### config.mk
export PLATFORM = sky130hd
export DESIGN_NAME = obi_req_frontend
export DESIGN_NICKNAME = d
export VERILOG_FILES = /design/src/rtl/obi_fe_lane_map.sv /design/src/rtl/obi_fe_addr_stage.sv /design/src/rtl/obi_fe_outstanding.sv /design/src/rtl/obi_req_frontend.sv
export SDC_FILE = /design/constraint.sdc
export NUM_CORES = 1
export LEC_CHECK = 0
export BUFFER_PORTS_ARGS = -buffer_cell sky130_fd_sc_hd__buf_2
export CORE_MARGIN = 1.5
export CORE_UTILIZATION = 47
export DETAILED_ROUTE_END_ITERATION = 10
export PLACE_DENSITY = 0.87
export REMOVE_ABC_BUFFERS = 1
export SKIP_CTS_REPAIR_TIMING = 1
export SLEW_MARGIN = 5
export SYNTH_ARGS = -nofsm -noshare
export SYNTH_HDL_FRONTEND = slang
export SYNTH_SLANG_ARGS = --single-unit
export TNS_END_PERCENT = 100
### constraint.sdc
create_clock -name clk -period 7.8 [get_ports clk]
set_input_delay 1.17 -clock clk [delete_from_list [all_inputs] [get_ports clk]]
set_output_delay 1.17 -clock clk [all_outputs]
set_load 0.03 [all_outputs]
### src/rtl/obi_fe_lane_map.sv
// Lane mapper: turns an access size and byte offset into byte enables and
// flags a command that cannot be one legal bus access. The access is illegal
// when it runs past the top lane or its size exceeds the bus, or when it is
// atomic and not aligned to the bus width. Purely combinational.
module obi_fe_lane_map #(
    parameter int NB = 4
) (
    input  logic [$clog2(NB)-1:0] off,
    input  logic [1:0]            size,
    input  logic                  atomic,
    output logic [NB-1:0]         be,
    output logic                  bad
);
    localparam int OFFW = $clog2(NB);

    // Build the lane mask and decide legality.
    always_comb begin
        int span;
        int base;
        logic fits;
        span = 1 << size;
        base = int'(off);
        fits = (int'(size) <= OFFW) && (base + span <= NB);
        bad  = !fits || (atomic && (off != '0));
        for (int i = 0; i < NB; i++) begin
            be[i] = fits && (i >= base) && (i < base + span);
        end
    end
endmodule

### src/rtl/obi_fe_addr_stage.sv
// Address-phase holding register. Loads a request when told to and keeps
// every field steady until the grant. Assumes the caller loads only when
// no request is pending or the pending one is granted in that cycle.
module obi_fe_addr_stage #(
    parameter int AW  = 32,
    parameter int DW  = 32,
    parameter int IDW = 4,
    parameter int OPW = 6
) (
    input  logic             clk,
    input  logic             rst_n,
    input  logic             load,
    input  logic             gnt,
    input  logic [AW-1:0]    in_addr,
    input  logic             in_we,
    input  logic [DW/8-1:0]  in_be,
    input  logic [DW-1:0]    in_wdata,
    input  logic [IDW-1:0]   in_id,
    input  logic [OPW-1:0]   in_atop,
    output logic             req,
    output logic [AW-1:0]    addr,
    output logic             we,
    output logic [DW/8-1:0]  be,
    output logic [DW-1:0]    wdata,
    output logic [IDW-1:0]   aid,
    output logic [OPW-1:0]   atop
);
    // Pending flag: set on load, cleared by the grant.
    always_ff @(posedge clk) begin
        if (!rst_n)    req <= 1'b0;
        else if (load) req <= 1'b1;
        else if (gnt)  req <= 1'b0;
    end

    // Field registers: change only when a new request is loaded.
    always_ff @(posedge clk) begin
        if (!rst_n) begin
            addr  <= '0;
            we    <= 1'b0;
            be    <= '0;
            wdata <= '0;
            aid   <= '0;
            atop  <= '0;
        end else if (load) begin
            addr  <= in_addr;
            we    <= in_we;
            be    <= in_be;
            wdata <= in_wdata;
            aid   <= in_id;
            atop  <= in_atop;
        end
    end

    // a request waiting for grant is not withdrawn
    a_r1_req_held: assert property (@(posedge clk) disable iff (!rst_n)
        req && !gnt |=> req);

    // address-phase fields hold while waiting for grant
    a_r2_fields_stable: assert property (@(posedge clk) disable iff (!rst_n)
        req && !gnt |=> $stable(addr) && $stable(we) && $stable(be)
                        && $stable(wdata) && $stable(aid) && $stable(atop));
endmodule

### src/rtl/obi_fe_outstanding.sv
// Outstanding-transaction tracker. Counts accepted transactions until their
// response is consumed and reports whether another may be taken. Remembers
// that an atomic is in flight until the count drains to zero. Assumes
// responses arrive in acceptance order and never exceed accepted ones.
module obi_fe_outstanding #(
    parameter int MAX_OUT = 4
) (
    input  logic clk,
    input  logic rst_n,
    input  logic inc,
    input  logic inc_atomic,
    input  logic dec,
    output logic room,
    output logic atom_busy
);
    localparam int CW = $clog2(MAX_OUT + 1);

    logic [CW-1:0] cnt_q;

    // Up/down count of transactions between acceptance and response.
    always_ff @(posedge clk) begin
        if (!rst_n)           cnt_q <= '0;
        else if (inc && !dec) cnt_q <= cnt_q + 1'b1;
        else if (!inc && dec) cnt_q <= cnt_q - 1'b1;
    end

    // Atomic-in-flight flag: set on atomic acceptance, cleared at drain.
    always_ff @(posedge clk) begin
        if (!rst_n)                                     atom_busy <= 1'b0;
        else if (inc && inc_atomic)                     atom_busy <= 1'b1;
        else if (dec && !inc && cnt_q == CW'(1))        atom_busy <= 1'b0;
    end

    assign room = (cnt_q < CW'(MAX_OUT));

    // the count never passes its limit
    a_r7_count_limit: assert property (@(posedge clk) disable iff (!rst_n)
        cnt_q <= CW'(MAX_OUT));

    // nothing is accepted while the limit is reached
    a_r7_no_inc_full: assert property (@(posedge clk) disable iff (!rst_n)
        cnt_q == CW'(MAX_OUT) |-> !inc);
endmodule

### src/rtl/obi_req_frontend.sv
// Bus requester front-end. Accepts local commands over valid/ready, rejects
// those that cannot be one legal access, and places legal ones into the
// address-phase register. Limits transactions in flight and stalls behind
// atomics. The response channel is a straight pass-through. Assumes one
// response per accepted legal command, returned in order.
module obi_req_frontend #(
    parameter int         AW      = 32,
    parameter int         DW      = 32,
    parameter int         IDW     = 4,
    parameter int         MAX_OUT = 4,
    parameter logic [1:0] MEMTYPE = 2'b00,
    parameter logic [2:0] PROT    = 3'b111
) (
    input  logic             clk,
    input  logic             rst_n,
    input  logic             cmd_valid,
    output logic             cmd_ready,
    input  logic [AW-1:0]    cmd_addr,
    input  logic             cmd_write,
    input  logic [DW-1:0]    cmd_wdata,
    input  logic [1:0]       cmd_size,
    input  logic [5:0]       cmd_atop,
    input  logic [IDW-1:0]   cmd_id,
    output logic             cmd_err,
    output logic             req,
    input  logic             gnt,
    output logic [AW-1:0]    addr,
    output logic             we,
    output logic [DW/8-1:0]  be,
    output logic [DW-1:0]    wdata,
    output logic [IDW-1:0]   aid,
    output logic [5:0]       atop,
    output logic [1:0]       memtype,
    output logic [2:0]       prot,
    input  logic             rvalid,
    output logic             rready,
    input  logic [DW-1:0]    rdata,
    input  logic             err,
    input  logic [IDW-1:0]   rid,
    input  logic             exokay,
    output logic             rsp_valid,
    input  logic             rsp_ready,
    output logic [DW-1:0]    rsp_rdata,
    output logic             rsp_err,
    output logic [IDW-1:0]   rsp_id,
    output logic             rsp_exokay
);
    localparam int NB   = DW / 8;
    localparam int OFFW = $clog2(NB);

    logic [NB-1:0] cmd_be;
    logic          cmd_bad;
    logic          room;
    logic          atom_busy;
    logic          accept;
    logic          issue;
    logic          is_atomic;
    logic          rsp_hs;

    assign is_atomic = (cmd_atop != '0);

    obi_fe_lane_map #(.NB(NB)) u_lane_map (
        .off    (cmd_addr[OFFW-1:0]),
        .size   (cmd_size),
        .atomic (is_atomic),
        .be     (cmd_be),
        .bad    (cmd_bad)
    );

    // Handshake decode: take a command when the slot frees and limits allow.
    always_comb begin
        cmd_ready = (!req || gnt) && room && !atom_busy;
        accept    = cmd_valid && cmd_ready;
        issue     = accept && !cmd_bad;
        cmd_err   = cmd_valid && cmd_bad;
        rsp_hs    = rvalid && rready;
    end

    obi_fe_addr_stage #(.AW(AW), .DW(DW), .IDW(IDW), .OPW(6)) u_addr_stage (
        .clk      (clk),
        .rst_n    (rst_n),
        .load     (issue),
        .gnt      (gnt),
        .in_addr  (cmd_addr),
        .in_we    (cmd_write),
        .in_be    (cmd_be),
        .in_wdata (cmd_wdata),
        .in_id    (cmd_id),
        .in_atop  (cmd_atop),
        .req      (req),
        .addr     (addr),
        .we       (we),
        .be       (be),
        .wdata    (wdata),
        .aid      (aid),
        .atop     (atop)
    );

    obi_fe_outstanding #(.MAX_OUT(MAX_OUT)) u_outstanding (
        .clk        (clk),
        .rst_n      (rst_n),
        .inc        (issue),
        .inc_atomic (is_atomic),
        .dec        (rsp_hs),
        .room       (room),
        .atom_busy  (atom_busy)
    );

    // Constant attributes and response pass-through.
    always_comb begin
        memtype    = MEMTYPE;
        prot       = PROT;
        rready     = rsp_ready;
        rsp_valid  = rvalid;
        rsp_rdata  = rdata;
        rsp_err    = err;
        rsp_id     = rid;
        rsp_exokay = exokay;
    end

    // Shape checks on the driven byte enables (lowest-set-bit arithmetic).
    logic [NB-1:0] be_low;
    logic [NB-1:0] be_sum;
    logic [NB-1:0] off_mask;
    always_comb begin
        be_low   = be & (~be + 1'b1);
        be_sum   = be + be_low;
        off_mask = NB'((1 << addr[OFFW-1:0]) - 1);
    end

    // enables on the bus are nonzero and one contiguous run
    a_r3_be_contiguous: assert property (@(posedge clk) disable iff (!rst_n)
        req |-> (be != '0) && ((be_sum & be) == '0));

    // no enabled lane below the address offset
    a_r3_be_offset: assert property (@(posedge clk) disable iff (!rst_n)
        req |-> (be & off_mask) == '0);

    // atomics on the bus are aligned to the bus width
    a_r5_atomic_aligned: assert property (@(posedge clk) disable iff (!rst_n)
        req && (atop != '0) |-> addr[OFFW-1:0] == '0);

    // a granted atomic is not followed by another request at once
    a_r6_atomic_alone: assert property (@(posedge clk) disable iff (!rst_n)
        req && gnt && (atop != '0) |=> !req);

    // a rejected command never loads the address stage
    a_r4_reject_no_req: assert property (@(posedge clk) disable iff (!rst_n)
        accept && cmd_bad && !(req && !gnt) |=> !req);
endmodule

==> flow_summary.toml, run 1 <==
[status]
status = "finished clean"

[grt]
global_route_wire_length_before_repair_um = 15100
globalRoute.totalOverflow = 0
overall_global_routing_resource_usage = 0.223
largest_net_degree_at_the_start_of_global_routing = 84
grt_pass1_vias = 3096
number_of_antenna_violations_at_the_first_check_in_global_routing = 0

[clocking]
clock_tree_root_buffer_cell = "sky130_fd_sc_hd__clkbuf_8"
cts_max_level = 3
cts_sink_count = 84
cts_buffers = 9
clk_pin_slew_ps = 80
clock_latency_ps = 340
tritoncts = "done"
cts.path.max_buffers = 2

[synth]
post_synthesis_adder_cell_area_fraction = 0.0268
leading_cell_type_by_number_of_instances_after_synthesis = "sky130_fd_sc_hd__nand2_1"
synth_area_leaders = "sky130_fd_sc_hd__dfxtp_1 (42%), sky130_fd_sc_hd__mux2i_1 (20%), sky130_fd_sc_hd__nand2_1 (15%)"
synth_seq_area_share = 0.418
syn_inst = 452
post-synth-top-area-fraction = 0.418
synth_largest_area_cell = "sky130_fd_sc_hd__dfxtp_1"
synth_compound_area_frac = 0.0311
combinational_family_with_the_most_area_after_synthesis = "multiplexers"
ys_warn_count = 0
post_synth_and_or_nand_nor_area_fraction = 0.183
synthXorXnorAreaFrac = 0.00436
flip_flop_and_latch_count_after_synthesis = 84
ys_types = 35
synthFlopType = "sky130_fd_sc_hd__dfxtp_1"
async_flop_share = 0
mappedNetlistArea_mm2 = 0.00402
synth-edff-count = 0
post_synth.cell_area_avg_um2 = 8.90
synth.area.mux_share = 0.199
netlist_top_cells_count = "sky130_fd_sc_hd__nand2_1 (160), sky130_fd_sc_hd__dfxtp_1 (84), sky130_fd_sc_hd__mux2i_1 (79), sky130_fd_sc_hd__buf_4 (49), sky130_fd_sc_hd__clkbuf_1 (18)"

[critical_path]
timing.rr.start = "u_addr_stage.req"
worstPathMaxFanout = 5
launching_element_type_of_the_critical_path = "primary input"
cp_data_required_time_ps = 6630
critical_path_arrival_ps = 2980
end_kind = "output pin"
r2r-end = "u_addr_stage.atop[0]"
path_class = "in2out"
depth_of_the_most_critical_reg_to_reg_path = 6
regToRegSetupSlack_ps = 5290

[sta]
finalSetupTns_ps = 0
max_freq_ghz = 0.241
setup_violating_endpoint_count_in_the_final_report = 0
period_share = 0.532
worstMarginPinSlew_ps = 837
finalCriticalPeriod_ps = 4150
clock-skew-final_ps = 12.0
slew_headroom = 0.442
rsz0062_at_grt = "no"
timing_max_transition_violations_final = 0
number_of_hold_violations_in_the_final_report = 0

[route]
via_per_inst = 4.92
drc_errors = 0
num_vias = 3310
detail_route.first_pass.iterations = 4
route.antenna.remaining_nets = 0
detailedRoute.firstIterationViolations = 91
drt-total-wl_um = 10400
avgRoutedWirePerCell_um = 15.4

[finish]
finish.instance_area_mm2 = 0.00473
multi_input_area_mm2 = 0.00181
post-route-util = 0.573
final.fill_count = 772
post_route_cells_drive_above_1_share = 0.335
antennaDiodeCount = 0
flow.area_growth_from_synthesis_pct = 17.6
fin_nets = 692
final-seq-area_mm2 = 0.00168

[floorplan]
dieArea_mm2 = 0.00912
initial_utilization = 0.487
fp.dieW_um = 95.5
floorplan.core_area_mm2 = 0.00826
floorplan.io_pins = 248
fp-row-count = 33
chipHeight_um = 95.5

[hold_path]
worstHoldStart = "u_addr_stage.wdata[18]"
min_to = "u_addr_stage.wdata[18]"
min_path_type = "reg2reg"
worst_hold_path.num_cells = 2

[placement]
hpwlAfterDp_um = 7990
finalWeightedCongestion = 0.765
placement.cell_area_mm2 = 0.00450
portBuffers = 166

[power]
combinationalPowerShare = 0.142
power_density_mw_per_mm2 = 195
power.share.clock = 0.371
power_report.internal_total_uw = 680
vdd_drop_max_v = 0.000124
power_switching_uw = 241
power_switching_share = 0.262
static-leakage-power_uw = 0.00224
share_seq_of_total_power = 0.487

[flow_run]
maxCapViolations = 0
-- cells by family (layout without fill, tap and decap cells) --
| kind of cell | after synthesis | count (layout) |
|---|---|---|
| AOI/OAI and AO/OA | 16 | 16 |
| buffers and inverters | 80 | 193 |
| and+or+nand+nor | 180 | 180 |
| xor gates and xnor gates | 2 | 2 |
| muxes | 80 | 80 |
| adders and majority gates | 8 | 8 |
| DFF | 84 | 84 |
| other | 2 | 5 |
-- worst max-delay path, cell delays in order --
cell,delay [ps]
sky130_fd_sc_hd__buf_2,130
sky130_fd_sc_hd__nor2_1,100
sky130_fd_sc_hd__ha_1,180
sky130_fd_sc_hd__inv_1,60
sky130_fd_sc_hd__fa_1,510
sky130_fd_sc_hd__nand2b_1,170
sky130_fd_sc_hd__a32oi_2,150
sky130_fd_sc_hd__a21boi_0,250
sky130_fd_sc_hd__buf_2,240
-- power by group through the flow --
| stage | sequential (µW) | clock (µW) | combinational, µW |
|---|---|---|---|
| after CTS | 449 | 352 | 132 |
| after floorplan | 478 | 0 | 55.4 |
| final | 448 | 342 | 131 |
| after global routing | 450 | 370 | 144 |
| after global placement | 458 | 0 | 126 |
| after detailed placement | 458 | 0 | 131 |
-- layer usage --
metal  share of wire  track usage  vias up
li1                -            -     1625
met1            0.42        0.250     1496
met2            0.45        0.352      175
met5          0.0053       0.0655        -
met3            0.12        0.135       12
met4          0.0080       0.0539        2
-- worst max path at each step --
stage                      startpoint                      to  slack [ps]  depth (start not counted)
after detailed placement  cmd_size[1]    u_addr_stage.atop[5]        3470                         11
after global routing      cmd_size[1]                 cmd_err        3490                          9
final                     cmd_size[1]                 cmd_err        3650                          9
after floorplan           cmd_size[0]  u_outstanding.cnt_q[2]        3150                         12
after global placement    cmd_size[1]   u_addr_stage.addr[10]        3660                         11
after CTS                 cmd_size[1]                 cmd_err        3660                          9
-- state kept, by name, indices dropped and copies added, names as in the netlist --
name and cells:
u_addr_stage.wdata 32, u_addr_stage.atop 6, u_addr_stage.we 1, u_addr_stage.aid 4, u_outstanding.cnt_q 3, u_addr_stage.addr 32
u_addr_stage.be 4, u_addr_stage.req 1, u_outstanding.atom_busy 1
-- cell usage in the layout (no fill, tap or decap), types with 2 or more instances in the layout --
cell type / instances
sky130_fd_sc_hd__nand3b_1: 2
sky130_fd_sc_hd__buf_2: 165
sky130_fd_sc_hd__nand2b_1: 3
sky130_fd_sc_hd__o21a_1: 2
sky130_fd_sc_hd__o211ai_1: 4
sky130_fd_sc_hd__and2_1: 3
sky130_fd_sc_hd__a21boi_0: 2
sky130_fd_sc_hd__mux2i_1: 79
sky130_fd_sc_hd__bufinv_16: 2
sky130_fd_sc_hd__buf_4: 3
sky130_fd_sc_hd__clkbuf_8: 10
sky130_fd_sc_hd__o21ai_0: 3
sky130_fd_sc_hd__nor2_1: 5
sky130_fd_sc_hd__clkinv_4: 2
sky130_fd_sc_hd__clkinv_2: 2
sky130_fd_sc_hd__ha_1: 7
sky130_fd_sc_hd__dfxtp_1: 84
sky130_fd_sc_hd__nand2_1: 160
sky130_fd_sc_hd__conb_1: 5
sky130_fd_sc_hd__inv_1: 8
-- stage by stage --
stage          worst slack (ps)  total power, µW  cells  hold WS (ps)
2_1_floorplan              3150              534    384           495
3_3_place_gp               3660              584    657           439
3_5_place_dp               3470              589    657           446
4_1_cts                    3660              932    673           458
5_1_grt                    3490              964    673           478
6_report                   3650              921    673           456
-- final cells by class --
cell class,count,area share
Multi-Input combinational cell,291,0.382
Inverter,9,0.00767
Timing Repair Buffer,168,0.179
Clock inverter,6,0.0185
Sequential cell,84,0.356
Clock buffer,10,0.0291
Tap cell,105,0.0278
Note: power is estimated with default switching activity, not from simulation.
==> inputs of run 2 (changes only) <==
--- a/config.mk
+++ b/config.mk
@@ -7,9 +7,9 @@
 export LEC_CHECK = 0
 export BUFFER_PORTS_ARGS = -buffer_cell sky130_fd_sc_hd__buf_2
 export CORE_MARGIN = 1.5
-export CORE_UTILIZATION = 47
+export CORE_UTILIZATION = 39
 export DETAILED_ROUTE_END_ITERATION = 10
-export PLACE_DENSITY = 0.87
+export PLACE_DENSITY = 0.77
 export REMOVE_ABC_BUFFERS = 1
 export SKIP_CTS_REPAIR_TIMING = 1
 export SLEW_MARGIN = 5
==> constraint.sdc (replaced) <==
create_clock -name clk -period 3.3 [get_ports clk]
set_input_delay 0.495 -clock clk [delete_from_list [all_inputs] [get_ports clk]]
set_output_delay 0.495 -clock clk [all_outputs]
set_load 0.03 [all_outputs]
==> run 2 against run 1 <==
Effect of this change: sequential power grew 140%; count of clock-buffer cells in the layout is the same; sequential cell count is the same; clock power grew 110%; register-to-register slack lost 4000 ps; core utilization shrank 9.2 points; first-iteration DRC count shrank 2.2%.
==> flow_summary.toml, run 2 (same netlist as run 1, synthesis figures left out) <==
[status]
status = "finished clean"

[floorplan]
dieArea_mm2 = 0.0109
floorplan.core_area_mm2 = 0.00991
initial_utilization = 0.406
chipHeight_um = 105
fp.dieW_um = 105
fp-row-count = 36
floorplan.io_pins = 248

[hold_path]
min_to = "u_addr_stage.wdata[18]"
worstHoldStart = "cmd_wdata[18]"
min_path_type = "in2reg"
worst_hold_path.num_cells = 3

[critical_path]
worst_path_max_delay_cell = "sky130_fd_sc_hd__fa_1"
crit_path_cell_trace = "buf_2 -> nor2_1 -> ha_1 -> inv_1 -> fa_1 -> nand2b_1 -> a32oi_2 -> a21boi_0 -> buf_2"
path_class = "in2out"
critical_path_arrival_ps = 2270
critPathTopFamily = "adder cells"
r2r-end = "u_outstanding.cnt_q[2]"
regToRegSetupSlack_ps = 1330
cp_data_required_time_ps = 2800
timing.critical_path.buf_inv = 3
launching_element_type_of_the_critical_path = "primary input"
critical-path-top-cell-by-count = "sky130_fd_sc_hd__buf_2"
depth_of_the_most_critical_reg_to_reg_path = 6
timing.rr.start = "u_addr_stage.req"
worstPathMaxFanout = 6
cp_slowest_stage_delay_ps = 440
worstSetupStartpoint = "cmd_size[1]"
end_kind = "output pin"

[route]
drt-total-wl_um = 10400
via_per_inst = 4.72
detail_route.first_pass.iterations = 4
avgRoutedWirePerCell_um = 14.8
route.antenna.remaining_nets = 0
detailedRoute.firstIterationViolations = 89
drc_errors = 0
num_vias = 3322

[power]
power_report.internal_total_uw = 1510
share_seq_of_total_power = 0.506
power_switching_share = 0.277
finalPower_uw = 2090
vdd_drop_max_v = 0.000274
combinationalPowerShare = 0.149
power_switching_uw = 579
power_density_mw_per_mm2 = 439
static-leakage-power_uw = 0.00223
power.share.clock = 0.344

[clocking]
cts.path.max_buffers = 2
cts_max_level = 3
clock_tree_root_buffer_cell = "sky130_fd_sc_hd__clkbuf_8"
clock_latency_ps = 340
cts_sink_count = 84
clk_pin_slew_ps = 90
tritoncts = "done"
cts_buffers = 9

[sta]
number_of_hold_violations_in_the_final_report = 0
worstMarginPinSlew_ps = 757
finalSetupTns_ps = 0
finalCriticalPeriod_ps = 2760
clock-skew-final_ps = 10.8
period_share = 0.837
timing_max_transition_violations_final = 0
max_freq_ghz = 0.362
slew_headroom = 0.495
setup_violating_endpoint_count_in_the_final_report = 0
rsz0062_at_grt = "no"

[finish]
antennaDiodeCount = 0
layout_top_registers = "u_addr_stage.addr x32, u_addr_stage.wdata x32, u_addr_stage.atop x6"
final_common_cell = "sky130_fd_sc_hd__buf_2"
post-route-util = 0.481
finish.instance_area_mm2 = 0.00477
multi_input_area_mm2 = 0.00181
final.fill_count = 972
flow.area_growth_from_synthesis_pct = 18.5
post_route_cells_drive_above_1_share = 0.336
fin_nets = 695
most-common-layout-cells = "sky130_fd_sc_hd__buf_2 (165), sky130_fd_sc_hd__nand2_1 (160), sky130_fd_sc_hd__dfxtp_1 (84)"
final-seq-area_mm2 = 0.00168

[placement]
portBuffers = 166
finalWeightedCongestion = 0.790
placement.cell_area_mm2 = 0.00457
hpwlAfterDp_um = 7910

[flow_run]
maxCapViolations = 0

[grt]
grt_pass1_vias = 3227
overall_global_routing_resource_usage = 0.189
largest_net_degree_at_the_start_of_global_routing = 80
number_of_antenna_violations_at_the_first_check_in_global_routing = 0
globalRoute.totalOverflow = 0
global_route_wire_length_before_repair_um = 16200
run 2: per-stage QoR:
stage                     worst slack, ps  std cells  hold slack [ps]
after CTS                             528        704              362
after floorplan                      -675        384              495
after detailed placement              197        688              443
final                                 537        704              384
after global placement                348        688              439
after global routing                  398        704              363
run 2: power groups by stage:
stage	registers [µW]	logic [µW]	clock network (µW)
CTS	1060	315	752
detailed placement	1080	314	0
global route	1060	341	804
floorplan	1130	131	0
global placement	1080	305	0
finish	1060	312	720
run 2: worst max path at each step:
stage	cells past startpoint	slack, ps	end
after floorplan	12	-680	u_outstanding.cnt_q[2]
after global placement	11	350	u_outstanding.cnt_q[2]
after detailed placement	11	200	u_outstanding.cnt_q[2]
after CTS	9	530	cmd_err
after global routing	11	400	u_outstanding.cnt_q[2]
final	9	540	cmd_err
run 2: cell type report:
type	instances	share of cell area
inverter	9	0.00761
multi-input combinational	291	0.379
clock inverter	6	0.0134
timing repair buffer	171	0.185
clock buffer	10	0.0268
sequential	84	0.353
tap	133	0.0349
run 2: metal layers:
| layer | track usage | up-vias | part of all wire |
|---|---|---|---|
| met5 | 0.0429 | - | 0.0059 |
| met1 | 0.232 | 1490 | 0.44 |
| met2 | 0.264 | 194 | 0.40 |
| met4 | 0.0387 | 2 | 0.0073 |
| li1 | - | 1627 | - |
| met3 | 0.135 | 9 | 0.15 |
run 2: tightest hold or removal path, stage by stage:
cell                      delay (ps)
sky130_fd_sc_hd__buf_2            90
sky130_fd_sc_hd__nand2_1          40
sky130_fd_sc_hd__mux2i_1          50
